File: src/rtl/lms_rr_pkg.sv
package lms_rr_pkg;
  // Bit positions of the fixed taps inside the direction field of a message;
  // the rover direction always occupies the bit after the fixed taps.
  localparam int DIR_PRE   = 0;
  localparam int DIR_MAIN  = 1;
  localparam int DIR_POST  = 2;
  localparam int NUM_FIXED = 3;
  localparam int DIR_ROVER = NUM_FIXED;
  localparam int NUM_DIRS  = NUM_FIXED + 1;
  // Smallest rover delay; it follows the post-cursor offset directly, so the
  // step index doubles as the history tap select.
  localparam int ROVER_MIN = 2;
endpackage

File: src/rtl/lms_hist.sv
module lms_hist #(
  parameter int HIST_LEN = 9,
  parameter int SEL_W    = 4
) (
  input  logic             clk,
  input  logic             rst_n,
  input  logic             sym_valid,
  input  logic             data_sgn,
  input  logic             err_sgn,
  input  logic [SEL_W-1:0] sel,
  output logic             sel_data,
  output logic             err_prev
);
  localparam int VEC_LEN = HIST_LEN + 1;

  logic [HIST_LEN-1:0] sr_q, sr_d;
  logic                err_q, err_d;
  logic [VEC_LEN-1:0]  tap_vec;

  // Next-state: shift in the current data polarity, remember this error.
  always_comb begin
    sr_d  = {sr_q[HIST_LEN-2:0], data_sgn};
    err_d = err_sgn;
  end

  always_ff @(posedge clk or negedge rst_n) begin
    if (!rst_n) begin
      sr_q  <= '0;
      err_q <= 1'b0;
    end else if (sym_valid) begin
      sr_q  <= sr_d;
      err_q <= err_d;
    end
  end

  // Entry 0 is the live data bit (offset -1); entry j is data delayed j symbols.
  always_comb begin
    tap_vec  = {sr_q, data_sgn};
    sel_data = 1'b0;
    if (int'(sel) < VEC_LEN) sel_data = tap_vec[sel];
    err_prev = err_q;
  end
endmodule

File: src/rtl/lms_corr.sv
module lms_corr #(
  parameter int CNT_W = 10
) (
  input  logic                    clk,
  input  logic                    rst_n,
  input  logic                    sym_valid,
  input  logic                    blk_clear,
  input  logic                    agree,
  output logic signed [CNT_W-1:0] cnt_q,
  output logic signed [CNT_W-1:0] sum_next
);
  logic signed [CNT_W-1:0] cnt_d;

  always_comb begin
    sum_next = agree ? (cnt_q + CNT_W'(1)) : (cnt_q - CNT_W'(1));
    cnt_d    = blk_clear ? '0 : sum_next;
  end

  always_ff @(posedge clk or negedge rst_n) begin
    if (!rst_n)         cnt_q <= '0;
    else if (sym_valid) cnt_q <= cnt_d;
  end
endmodule

File: src/rtl/lms_seq.sv
module lms_seq
  import lms_rr_pkg::*;
#(
  parameter int BLOCK_LEN = 511,
  parameter int NUM_STEPS = 10,
  parameter int STEP_W    = 4,
  parameter int CNT_W     = 10,
  parameter int POS_W     = 4
) (
  input  logic                    clk,
  input  logic                    rst_n,
  input  logic                    sym_valid,
  input  logic signed [CNT_W-1:0] sum_next,
  output logic [STEP_W-1:0]       step_q,
  output logic                    blk_end,
  output logic                    msg_valid,
  output logic [NUM_DIRS-1:0]     msg_dir,
  output logic [POS_W-1:0]        msg_rover
);
  localparam int SC_W       = $clog2(BLOCK_LEN + 1);
  localparam int FIRST_CAND = ROVER_MIN + 1;

  logic [SC_W-1:0]      sym_cnt_q, sym_cnt_d;
  logic [STEP_W-1:0]    step_d;
  logic [NUM_FIXED-1:0] res_q, res_d;
  logic [CNT_W-1:0]     best_mag_q, best_mag_d, mag;
  logic [POS_W-1:0]     best_pos_q, best_pos_d, cur_pos;
  logic                 best_dir_q, best_dir_d;
  logic                 msg_valid_d;
  logic [NUM_DIRS-1:0]  msg_dir_d;
  logic [POS_W-1:0]     msg_rover_d;
  logic                 last_step, sum_nonneg, is_cand, take, fire;

  // Block framing and the polarity/magnitude of the block sum.
  always_comb begin
    blk_end    = sym_valid && (sym_cnt_q == SC_W'(BLOCK_LEN - 1));
    last_step  = (step_q == STEP_W'(NUM_STEPS - 1));
    sum_nonneg = ~sum_next[CNT_W-1];
    mag        = sum_nonneg ? sum_next : (-sum_next);
    is_cand    = (step_q >= STEP_W'(FIRST_CAND));
    cur_pos    = POS_W'(step_q) - POS_W'(1);
    take       = blk_end && is_cand &&
                 ((step_q == STEP_W'(FIRST_CAND)) || (mag > best_mag_q));
    fire       = blk_end && last_step;
  end

  // Sequencer next state.
  always_comb begin
    sym_cnt_d = blk_end ? '0 : (sym_cnt_q + SC_W'(1));
    step_d    = step_q;
    if (blk_end) step_d = last_step ? '0 : (step_q + STEP_W'(1));
  end

  // Per-tap latches for the fixed taps.
  for (genvar t = 0; t < NUM_FIXED; t++) begin : g_fixed
    always_comb begin
      res_d[t] = res_q[t];
      if (blk_end && (step_q == STEP_W'(t))) res_d[t] = sum_nonneg;
    end
  end

  // Rover search: strictly larger magnitude replaces, so ties keep the
  // earlier (smaller) delay.
  always_comb begin
    best_mag_d = best_mag_q;
    best_pos_d = best_pos_q;
    best_dir_d = best_dir_q;
    if (take) begin
      best_mag_d = mag;
      best_pos_d = cur_pos;
      best_dir_d = sum_nonneg;
    end
  end

  // Message assembly; the final candidate is folded in on the same edge.
  always_comb begin
    msg_valid_d = fire;
    msg_dir_d   = msg_dir;
    msg_rover_d = msg_rover;
    if (fire) begin
      msg_dir_d[NUM_FIXED-1:0] = res_q;
      msg_dir_d[DIR_ROVER]     = best_dir_d;
      msg_rover_d              = best_pos_d;
    end
  end

  always_ff @(posedge clk or negedge rst_n) begin
    if (!rst_n) begin
      sym_cnt_q  <= '0;
      step_q     <= '0;
      res_q      <= '0;
      best_mag_q <= '0;
      best_pos_q <= '0;
      best_dir_q <= 1'b0;
    end else if (sym_valid) begin
      sym_cnt_q  <= sym_cnt_d;
      step_q     <= step_d;
      res_q      <= res_d;
      best_mag_q <= best_mag_d;
      best_pos_q <= best_pos_d;
      best_dir_q <= best_dir_d;
    end
  end

  always_ff @(posedge clk or negedge rst_n) begin
    if (!rst_n) begin
      msg_valid <= 1'b0;
      msg_dir   <= '0;
      msg_rover <= '0;
    end else begin
      msg_valid <= msg_valid_d;
      if (fire) begin
        msg_dir   <= msg_dir_d;
        msg_rover <= msg_rover_d;
      end
    end
  end
endmodule

File: src/rtl/lms_rr_engine.sv
module lms_rr_engine
  import lms_rr_pkg::*;
#(
  parameter  int BLOCK_LEN = 511,
  parameter  int ROVER_MAX = 8,
  localparam int POS_W     = $clog2(ROVER_MAX + 1)
) (
  input  logic                clk,
  input  logic                rst_n,
  input  logic                sym_valid,
  input  logic                data_sgn,
  input  logic                err_sgn,
  output logic                msg_valid,
  output logic [NUM_DIRS-1:0] msg_dir,
  output logic [POS_W-1:0]    msg_rover
);
  localparam int NUM_STEPS = ROVER_MAX + 2;
  localparam int STEP_W    = $clog2(NUM_STEPS);
  localparam int HIST_LEN  = ROVER_MAX + 1;
  localparam int CNT_W     = $clog2(BLOCK_LEN + 1) + 1;

  logic [STEP_W-1:0]       step_q;
  logic                    blk_end;
  logic                    sel_data, err_prev, agree;
  logic signed [CNT_W-1:0] corr_cnt, sum_next;

  lms_hist #(.HIST_LEN(HIST_LEN), .SEL_W(STEP_W)) u_hist (
    .clk      (clk),
    .rst_n    (rst_n),
    .sym_valid(sym_valid),
    .data_sgn (data_sgn),
    .err_sgn  (err_sgn),
    .sel      (step_q),
    .sel_data (sel_data),
    .err_prev (err_prev)
  );

  // Sign product: equal polarities give +1.
  always_comb agree = ~(err_prev ^ sel_data);

  lms_corr #(.CNT_W(CNT_W)) u_corr (
    .clk      (clk),
    .rst_n    (rst_n),
    .sym_valid(sym_valid),
    .blk_clear(blk_end),
    .agree    (agree),
    .cnt_q    (corr_cnt),
    .sum_next (sum_next)
  );

  lms_seq #(
    .BLOCK_LEN(BLOCK_LEN),
    .NUM_STEPS(NUM_STEPS),
    .STEP_W   (STEP_W),
    .CNT_W    (CNT_W),
    .POS_W    (POS_W)
  ) u_seq (
    .clk      (clk),
    .rst_n    (rst_n),
    .sym_valid(sym_valid),
    .sum_next (sum_next),
    .step_q   (step_q),
    .blk_end  (blk_end),
    .msg_valid(msg_valid),
    .msg_dir  (msg_dir),
    .msg_rover(msg_rover)
  );
endmodule

File: config.mk
export PLATFORM = sky130hd
export DESIGN_NAME = lms_rr_engine
export DESIGN_NICKNAME = d
export VERILOG_FILES = /design/src/rtl/lms_rr_pkg.sv /design/src/rtl/lms_hist.sv /design/src/rtl/lms_corr.sv /design/src/rtl/lms_seq.sv /design/src/rtl/lms_rr_engine.sv
export SDC_FILE = /design/constraint.sdc
export NUM_CORES = 1
export LEC_CHECK = 0
export ABC_CLOCK_PERIOD_IN_PS = 5400
export BUFFER_PORTS_ARGS = -buffer_cell sky130_fd_sc_hd__buf_2
export CAP_MARGIN = 20
export CORE_MARGIN = 5
export CORE_UTILIZATION = 56
export DETAILED_ROUTE_END_ITERATION = 12
export GPL_TIMING_DRIVEN = 1
export MAX_ROUTING_LAYER = met4
export PLACE_DENSITY = 0.82
export SYNTH_ARGS = -nofsm -noshare
export SYNTH_HDL_FRONTEND = slang
export SYNTH_SLANG_ARGS = --single-unit
File: constraint.sdc
create_clock -name clk -period 5.4 [get_ports clk]
set_input_delay 0.27 -clock clk [delete_from_list [all_inputs] [get_ports clk]]
set_output_delay 0.27 -clock clk [all_outputs]
set_load 0.03 [all_outputs]
==> reports/qor.csv, run 1 <==
stage,metric,value,unit
sta,Final period util,94.5,%
sta,max-slew violations,0,
cells_and_area,number of antenna repair diodes,0,
synth,Post-synth EDFFs,0,
floorplan,IO Pins,14,
placement,Setup Slack @ Placement,0.133,ns
synth,Yosys top cell by area,sky130_fd_sc_hd__dfrtp_1,
floorplan,area of the core,5960,µm²
synth,most common cell in the synthesized netlist,sky130_fd_sc_hd__dfrtp_1,
setup_path,nature of the critical path startpoint,flip-flop,
setup_path,depth of the worst register-to-register path,23,
setup_path,category of the worst setup path capture point,flip-flop,
floorplan,Die Y-Extent,88.5,µm
sta,clk_skew,0.00748,ns
placement,PortBufs,13,
routing,total wire length after detailed routing,6.45,mm
clock_tree,number of buffers on the longest clock path,2,
floorplan,area of the die,7840,µm²
sta,worst setup slack after layout,0.295,ns
synth,Synth Area per Inst,10.8,µm²
setup_path,r2r endpoint,u_seq.msg_dir[3]$_DFFE_PN0P_,
clock_tree,clock slew at reported path FFs,0.07,ns
synth,count of distinct cell types in the synthesized netlist,44,
setup_path,critical path class,reg -> reg,
sta,final setup vio count,0,
synth,total standard cell area after synthesis,3450,µm²
synth,most numerous cell types in the synthesized netlist,"sky130_fd_sc_hd__dfrtp_1 (60), sky130_fd_sc_hd__mux2_2 (33), sky130_fd_sc_hd__ha_1 (27)",
run,max-capacitance violation count,0,
floorplan,initial standard-cell utilization of the core,58.0,%
clock_tree,clock root buffer,sky130_fd_sc_hd__clkbuf_8,
sta,min Tclk post-route,5.10,ns
placement,weighted congestion at the end of routability-driven global placement,0.841,
cells_and_area,final design instance area without fill,3870,µm²
min_path,Worst Hold Class,in -> async,
setup_path,maximum fanout along the worst path,9,
setup_path,Required @ worst endpoint,5.63,ns
clock_tree,TritonCTS buffer count,9,
cells_and_area,number of nets at the end of the flow,379,
cells_and_area,relative area change from synthesis to final layout,12.2,%
cells_and_area,share of cells above drive strength 1,27.1,%
setup_path,arrival time at the worst endpoint,5.33,ns
routing,average wire per standard cell,15.2,µm
routing,drt initial violations,174,
sta,worst slew margin relative to its limit,49.8,%
sta,FMAX,196,MHz
synth,Yosys warning count,0,
synth,share of Yosys cell area claimed by the top area cell type,43.5,%
synth,portion of the post-synthesis area used by sequential elements,43.5,%
routing,first-pass iteration count of the detailed router,4,
synth,post-synthesis cell count,320,
synth,share of async-settable or async-resettable flops after synthesis,100,%
setup_path,reg2reg start,u_seq.step_q[0]$_DFFE_PN0P_,
routing,count of nets left with antenna violations after detail routing,0,
grt,vias in the first global route,2415,
status,status,completed,
clock_tree,quantity of hold-fixing buffers added after cts,0,
floorplan,number of placement rows,28,
clock_tree,number of clock sinks seen by CTS,60,
setup_path,setup slack of the worst register-to-register path,0.30,ns
routing,routed via count,2408,
clock_tree,TritonCTS clock tree,yes,
sta,accumulated negative setup slack,0,ns
grt,total grt overflow,0,
sta,Hold Fails Final Rpt,0,
grt,Total Routing Usage GR,19.6,%
floorplan,Chip Width,88.5,µm
grt,initial antenna violation count,0,
synth,Most used DFF post-synth,sky130_fd_sc_hd__dfrtp_1,
placement,total half-perimeter wirelength after legalization and detailed placement,4.50,mm
grt,largest net degree at the start of global routing,61,
routing,post-detailed-route DRC marker count,0,
routing,routed via count divided by cell count,5.67,
clock_tree,number of levels the H-tree was split into,3,
sta,transition time of the tightest slew-check pin,0.753,ns
placement,cell area after placement,3630,µm²
synth,leading cell types by total area after synthesis,"sky130_fd_sc_hd__dfrtp_1 (43%), sky130_fd_sc_hd__mux2_2 (11%), sky130_fd_sc_hd__ha_1 (9.8%)",
synth,register bit count reported by yosys,60,
clock_tree,worst skew pair latency,0.35,ns
grt,global-route wire length before repair,11.5,mm
synth,syn_nets,353,
==> per-layer routing <==
layer | global-route usage [%] | up-vias | part of all wire (%)
li1 | - | 1173 | -
met1 | 24.8 | 1172 | 45
met2 | 30.5 | 51 | 49
met3 | 4.28 | 12 | 3.8
met4 | 8.52 | 0 | 1.9
met5 | - | - | 0
==> registers in the layout, summed over array words and instances (netlist names) <==
| signal | flops |
|---|---|
| u_seq.best_dir_q | 1 |
| u_hist.err_prev | 1 |
| u_seq.msg_rover | 4 |
| u_seq.step_q | 4 |
| u_seq.res_q | 3 |
| u_seq.sym_cnt_q | 9 |
| u_corr.cnt_q | 10 |
| u_hist.sr_q | 9 |
| u_seq.best_pos_q | 4 |
| u_seq.msg_valid | 1 |
| u_seq.msg_dir | 4 |
| u_seq.best_mag_q | 10 |
==> area by class of cell <==
type | instances | area [µm²]
Sequential cell | 60 | 1500
Timing Repair Buffer | 24 | 159
Tap cell | 75 | 93.8
Multi-Input combinational cell | 228 | 1870
Clock buffer | 10 | 128
Inverter | 23 | 86.3
Fill cell | 439 | 2080
Clock inverter | 5 | 30.0
==> through the flow <==
stage / hold WS, ns / util (%) / instances
global placement: 0.464 / 60.9 / 407
detailed placement: 0.467 / 60.9 / 407
floorplan: -0.0256 / - / 320
global route: 0.135 / 65.0 / 425
finish: 0.0660 / 65.0 / 425
CTS: 0.0983 / 63.5 / 422
==> cells by family (layout without fill, tap and decap cells) <==
family | Yosys count | count (layout) | synth area share (%)
XOR/XNOR | 24 | 24 | 7.39
buffers and inverters | 33 | 62 | 4.06
AO/OA/AOI/OAI | 52 | 52 | 9.38
AND/OR/NAND/NOR | 84 | 85 | 12.1
multiplexers | 39 | 39 | 13.3
adder cells (fa/ha/maj) | 28 | 28 | 10.4
flip-flops | 60 | 60 | 43.5
==> critical path: stages, from the launching register on <==
cell and delay (ns):
sky130_fd_sc_hd__dfrtp_2 0.40, sky130_fd_sc_hd__mux4_2 0.50, sky130_fd_sc_hd__mux2i_1 0.18, sky130_fd_sc_hd__o21ai_2 0.09, sky130_fd_sc_hd__xor2_2 0.24, sky130_fd_sc_hd__buf_6 0.18, sky130_fd_sc_hd__ha_1 0.29, sky130_fd_sc_hd__a21oi_1 0.17
sky130_fd_sc_hd__nand2_1 0.11, sky130_fd_sc_hd__o211a_1 0.25, sky130_fd_sc_hd__a211oi_2 0.26, sky130_fd_sc_hd__xnor2_2 0.24, sky130_fd_sc_hd__buf_6 0.16, sky130_fd_sc_hd__buf_4 0.12, sky130_fd_sc_hd__nor2_2 0.04, sky130_fd_sc_hd__xnor2_2 0.15
sky130_fd_sc_hd__ha_1 0.28, sky130_fd_sc_hd__nand4_1 0.09, sky130_fd_sc_hd__nor2_1 0.14, sky130_fd_sc_hd__nand3_1 0.11, sky130_fd_sc_hd__nor3b_1 0.16, sky130_fd_sc_hd__a2bb2oi_2 0.18, sky130_fd_sc_hd__mux2_2 0.37, sky130_fd_sc_hd__mux2_2 0.27
==> timing repair <==
item,in CTS,in global routing
gates resized for setup,0,15
setup endpoints to repair,0,19
buffers inserted,0,2
==> placed cells by master (no fill, tap or decap), drive strengths merged <==
cell,netlist,routed
nor2b,2,2
a22o,1,1
nand3,11,11
nor3,3,3
inv,23,23
nand4,7,7
a2bb2oi,1,1
o22ai,7,7
nand2,25,26
a21o,4,4
nor3b,2,2
a21oi,8,8
fa,1,1
and2,2,2
o221ai,1,1
clkbuf,6,10
xnor2,14,14
clkinv,0,3
dfrtp,60,60
buf,4,24
and3,4,4
and4,1,1
ha,27,27
xor2,10,10
nand2b,2,2
o21ai,19,19
mux2,34,34
o211ai,2,2
mux2i,3,3
a211oi,4,4
o211a,1,1
nand3b,1,1
a31oi,4,4
nor2,24,24
clkinvlp,0,2
mux4,2,2
==> how the worst max path moves through the flow <==
stage	start	endpoint	slack [ns]
floorplan	u_seq.step_q[0]$_DFFE_PN0P_	u_seq.msg_rover[2]$_DFFE_PN0P_	0.27
global placement	u_seq.step_q[0]$_DFFE_PN0P_	u_seq.msg_dir[3]$_DFFE_PN0P_	0.32
detailed placement	u_seq.step_q[0]$_DFFE_PN0P_	u_seq.msg_dir[3]$_DFFE_PN0P_	0.13
CTS	u_seq.step_q[0]$_DFFE_PN0P_	u_seq.msg_dir[3]$_DFFE_PN0P_	0.09
global route	u_seq.step_q[0]$_DFFE_PN0P_	u_seq.best_mag_q[7]$_DFFE_PN0P_	-0.07
finish	u_seq.step_q[0]$_DFFE_PN0P_	u_seq.msg_dir[3]$_DFFE_PN0P_	0.30
Power of run 1 is left out: the tool's default activity adds up to more than one toggle a clock period on the data nets, which glitch-free logic cannot reach.
==> inputs of run 2 (changes only) <==
--- a/config.mk
+++ b/config.mk
@@ -5,15 +5,15 @@
 export SDC_FILE = /design/constraint.sdc
 export NUM_CORES = 1
 export LEC_CHECK = 0
-export ABC_CLOCK_PERIOD_IN_PS = 5400
+export ABC_CLOCK_PERIOD_IN_PS = 5700
 export BUFFER_PORTS_ARGS = -buffer_cell sky130_fd_sc_hd__buf_2
 export CAP_MARGIN = 20
 export CORE_MARGIN = 5
-export CORE_UTILIZATION = 56
+export CORE_UTILIZATION = 60
 export DETAILED_ROUTE_END_ITERATION = 12
 export GPL_TIMING_DRIVEN = 1
 export MAX_ROUTING_LAYER = met4
-export PLACE_DENSITY = 0.82
+export PLACE_DENSITY = 0.84
 export SYNTH_ARGS = -nofsm -noshare
 export SYNTH_HDL_FRONTEND = slang
 export SYNTH_SLANG_ARGS = --single-unit
==> constraint.sdc (replaced) <==
create_clock -name clk -period 5.7 [get_ports clk]
set_input_delay 0.285 -clock clk [delete_from_list [all_inputs] [get_ports clk]]
set_output_delay 0.285 -clock clk [all_outputs]
set_load 0.03 [all_outputs]
==> run 2 against run 1 <==
Core utilization up 5.2 points. Critical path depth unchanged. Via count rose by 0.75%. Clock-buffer cell count is 1 higher. Worst hold slack worse by 0.0024 ns. Sequential share of layout area is 0.16 points lower. Register-to-register slack better by 0.05 ns. Fmax decreased by 4.7%. First-iteration DRC count is 21% lower. Routed wire length up 4.9%. Die area shrank 5.9%. Non-clock buffer count grew 1. Critical endpoint is now u_seq.msg_rover[1]$_DFFE_PN0P_.
==> reports/qor.csv, run 2 (synthesized netlist as in run 1, its figures left out) <==
stage,metric,value,unit
placement,total half-perimeter wirelength after legalization and detailed placement,4.64,mm
sta,final setup vio count,0,
routing,routed via count,2426,
floorplan,Die Y-Extent,85.9,µm
status,status,completed,
sta,transition time of the tightest slew-check pin,0.740,ns
power_and_ir_drop,largest vdd supply drop,0.401,mV
cells_and_area,"commonest cells after routing, fill and taps aside","sky130_fd_sc_hd__dfrtp_1 (59), sky130_fd_sc_hd__mux2_2 (33), sky130_fd_sc_hd__ha_1 (27)",
setup_path,arrival time at the worst endpoint,5.59,ns
power_and_ir_drop,Total Power Consumption,2.59,mW
clock_tree,quantity of hold-fixing buffers added after cts,0,
floorplan,area of the die,7370,µm²
power_and_ir_drop,LEAKAGE,1.84,nW
floorplan,initial standard-cell utilization of the core,62.3,%
power_and_ir_drop,cell-internal power,1.47,mW
clock_tree,TritonCTS clock tree,yes,
cells_and_area,relative area change from synthesis to final layout,12.6,%
sta,worst slew margin relative to its limit,50.5,%
placement,cell area after placement,3610,µm²
routing,drt initial violations,138,
sta,accumulated negative setup slack,0,ns
placement,PortBufs,13,
sta,clk_skew,0.0145,ns
setup_path,category of the worst setup path capture point,flip-flop,
setup_path,nature of the critical path startpoint,flip-flop,
clock_tree,number of levels the H-tree was split into,3,
cells_and_area,"most common cell after layout, fill and taps aside",sky130_fd_sc_hd__dfrtp_1,
setup_path,maximum fanout along the worst path,10,
sta,FMAX,187,MHz
cells_and_area,"non-filler cells, final",423,
sta,Hold Fails Final Rpt,0,
power_and_ir_drop,Clk network pwr share,15.1,%
sta,Final period util,94.0,%
grt,initial antenna violation count,0,
placement,total instance count after detailed placement,403,
power_and_ir_drop,part of the total power dissipated in sequential elements,21.9,%
floorplan,IO Pins,14,
min_path,Worst Hold Class,in -> async,
routing,count of nets left with antenna violations after detail routing,0,
power_and_ir_drop,combinational power share,62.9,%
routing,average wire per standard cell,16.0,µm
placement,weighted congestion at the end of routability-driven global placement,0.870,
cells_and_area,FF/Latch Area,1500,µm²
sta,max-slew violations,0,
grt,largest net degree at the start of global routing,61,
clock_tree,number of buffers on the longest clock path,2,
cells_and_area,share of cells above drive strength 1,26.5,%
setup_path,Required @ worst endpoint,5.94,ns
routing,post-detailed-route DRC marker count,0,
clock_tree,clock slew at reported path FFs,0.08,ns
cells_and_area,fillers,384,
sta,setup repair after global routing missed its margin,no,
floorplan,area of the core,5540,µm²
grt,total grt overflow,0,
routing,routed via count divided by cell count,5.74,
cells_and_area,number of antenna repair diodes,0,
routing,first-pass iteration count of the detailed router,5,
grt,Total Routing Usage GR,21.5,%
power_and_ir_drop,switching power as a share of total power,43.2,%
floorplan,number of placement rows,27,
grt,vias in the first global route,2477,
setup_path,critical path class,reg -> reg,
cells_and_area,final design instance area without fill,3890,µm²
run,max-capacitance violation count,0,
clock_tree,number of clock sinks seen by CTS,60,
floorplan,Chip Width,85.9,µm
routing,total wire length after detailed routing,6.76,mm
clock_tree,TritonCTS buffer count,9,
sta,Post-Route Hold Slack,0.0635,ns
cells_and_area,biggest registers after layout,"u_corr.cnt_q x10, u_seq.best_mag_q x10",
sta,min Tclk post-route,5.36,ns
grt,global-route wire length before repair,12.0,mm
clock_tree,worst skew pair latency,0.36,ns
power_and_ir_drop,PD cells,666,nW/µm²
clock_tree,clock root buffer,sky130_fd_sc_hd__clkbuf_8,
cells_and_area,area of combinational cells with multiple inputs,1850,µm²
cells_and_area,number of nets at the end of the flow,379,
power_and_ir_drop,power dissipated by switching net loads,1.12,mW
run 2: changes by cell type in the layout (fill, tap and decap cells not counted), moves of 2 or more:
cell	previous run	this run
sky130_fd_sc_hd__a211oi_2	2	0
sky130_fd_sc_hd__buf_6	3	0
sky130_fd_sc_hd__buf_4	8	12
sky130_fd_sc_hd__clkinv_2	3	0
run 2: layout make-up:
| type | count | area share, % |
|---|---|---|
| tap | 72 | 2.32 |
| clock inverter | 5 | 1.58 |
| clock buffer | 11 | 3.63 |
| inverter | 23 | 2.22 |
| sequential | 60 | 38.6 |
| multi-input combinational | 227 | 47.6 |
| timing repair buffer | 25 | 3.99 |
run 2: metal layers:
layer	part of all wire (%)	track usage [%]	vias to the layer above
li1	-	-	1172
met1	46	27.1	1179
met2	48	33.6	57
met3	4.1	4.80	18
met4	2.6	8.92	0
met5	0	-	-
run 2: power groups by stage:
| stage | sequential [mW] | combinational [mW] | clock [mW] |
|---|---|---|---|
| final | 0.568 | 1.63 | 0.393 |
| after global routing | 0.579 | 1.81 | 0.420 |
| after CTS | 0.566 | 1.54 | 0.395 |
| after detailed placement | 0.571 | 1.51 | 0 |
| after global placement | 0.568 | 1.46 | 0 |
| after floorplan | 0.551 | 1.16 | 0 |
run 2: path summary, 6_finish.rpt:
path,from,end,slack (ns),cells after the start
max,u_seq.step_q[0]$_DFFE_PN0P_,u_seq.msg_rover[1]$_DFFE_PN0P_,0.34,23
max in group asynchronous,rst_n,u_seq.step_q[0]$_DFFE_PN0P_,5.10,2
max reg2reg,u_seq.step_q[0]$_DFFE_PN0P_,u_seq.msg_rover[1]$_DFFE_PN0P_,0.34,23
min in group clk,err_sgn,u_hist.err_prev$_DFFE_PN0P_,0.17,2
min,rst_n,u_seq.sym_cnt_q[4]$_DFFE_PN0P_,0.06,2
min reg2reg,u_seq.best_mag_q[0]$_DFFE_PN0P_,u_seq.best_mag_q[0]$_DFFE_PN0P_,0.50,2
run 2: metrics by stage:
| step | worst slack (ns) | utilization, % |
|---|---|---|
| 6_report | 0.342 | 70.2 |
| 5_1_grt | 0.0139 | 70.2 |
| 4_1_cts | 0.0969 | 69.1 |
| 3_5_place_dp | 0.0224 | 65.2 |
| 3_3_place_gp | 0.267 | 65.2 |
| 2_1_floorplan | 0.566 | - |
run 2: critical path: stages (launching register included):
cell and delay [ns]:
sky130_fd_sc_hd__dfrtp_2 0.45, sky130_fd_sc_hd__mux4_2 0.52, sky130_fd_sc_hd__mux2i_1 0.20, sky130_fd_sc_hd__o21ai_2 0.10, sky130_fd_sc_hd__xor2_2 0.16, sky130_fd_sc_hd__buf_4 0.20, sky130_fd_sc_hd__ha_1 0.35, sky130_fd_sc_hd__a21oi_1 0.17
sky130_fd_sc_hd__nand2_1 0.10, sky130_fd_sc_hd__o21ai_0 0.39, sky130_fd_sc_hd__a211oi_4 0.15, sky130_fd_sc_hd__xnor2_4 0.19, sky130_fd_sc_hd__buf_4 0.17, sky130_fd_sc_hd__a31oi_1 0.17, sky130_fd_sc_hd__xnor2_1 0.17, sky130_fd_sc_hd__ha_1 0.28
sky130_fd_sc_hd__a211oi_1 0.21, sky130_fd_sc_hd__nor2_1 0.07, sky130_fd_sc_hd__nor2_1 0.11, sky130_fd_sc_hd__o211ai_1 0.15, sky130_fd_sc_hd__a2bb2oi_1 0.26, sky130_fd_sc_hd__buf_4 0.21, sky130_fd_sc_hd__o21ai_0 0.14, sky130_fd_sc_hd__mux2_2 0.30
run 2: repair_timing:
action / CTS / global route
pin swaps: 0 / 1
setup buffers: 0 / 4
gates cloned: 0 / 0
gates resized for setup: 1 / 8
endpoints found under the setup margin: 1 / 17
Note: power is estimated with default switching activity, not from simulation.
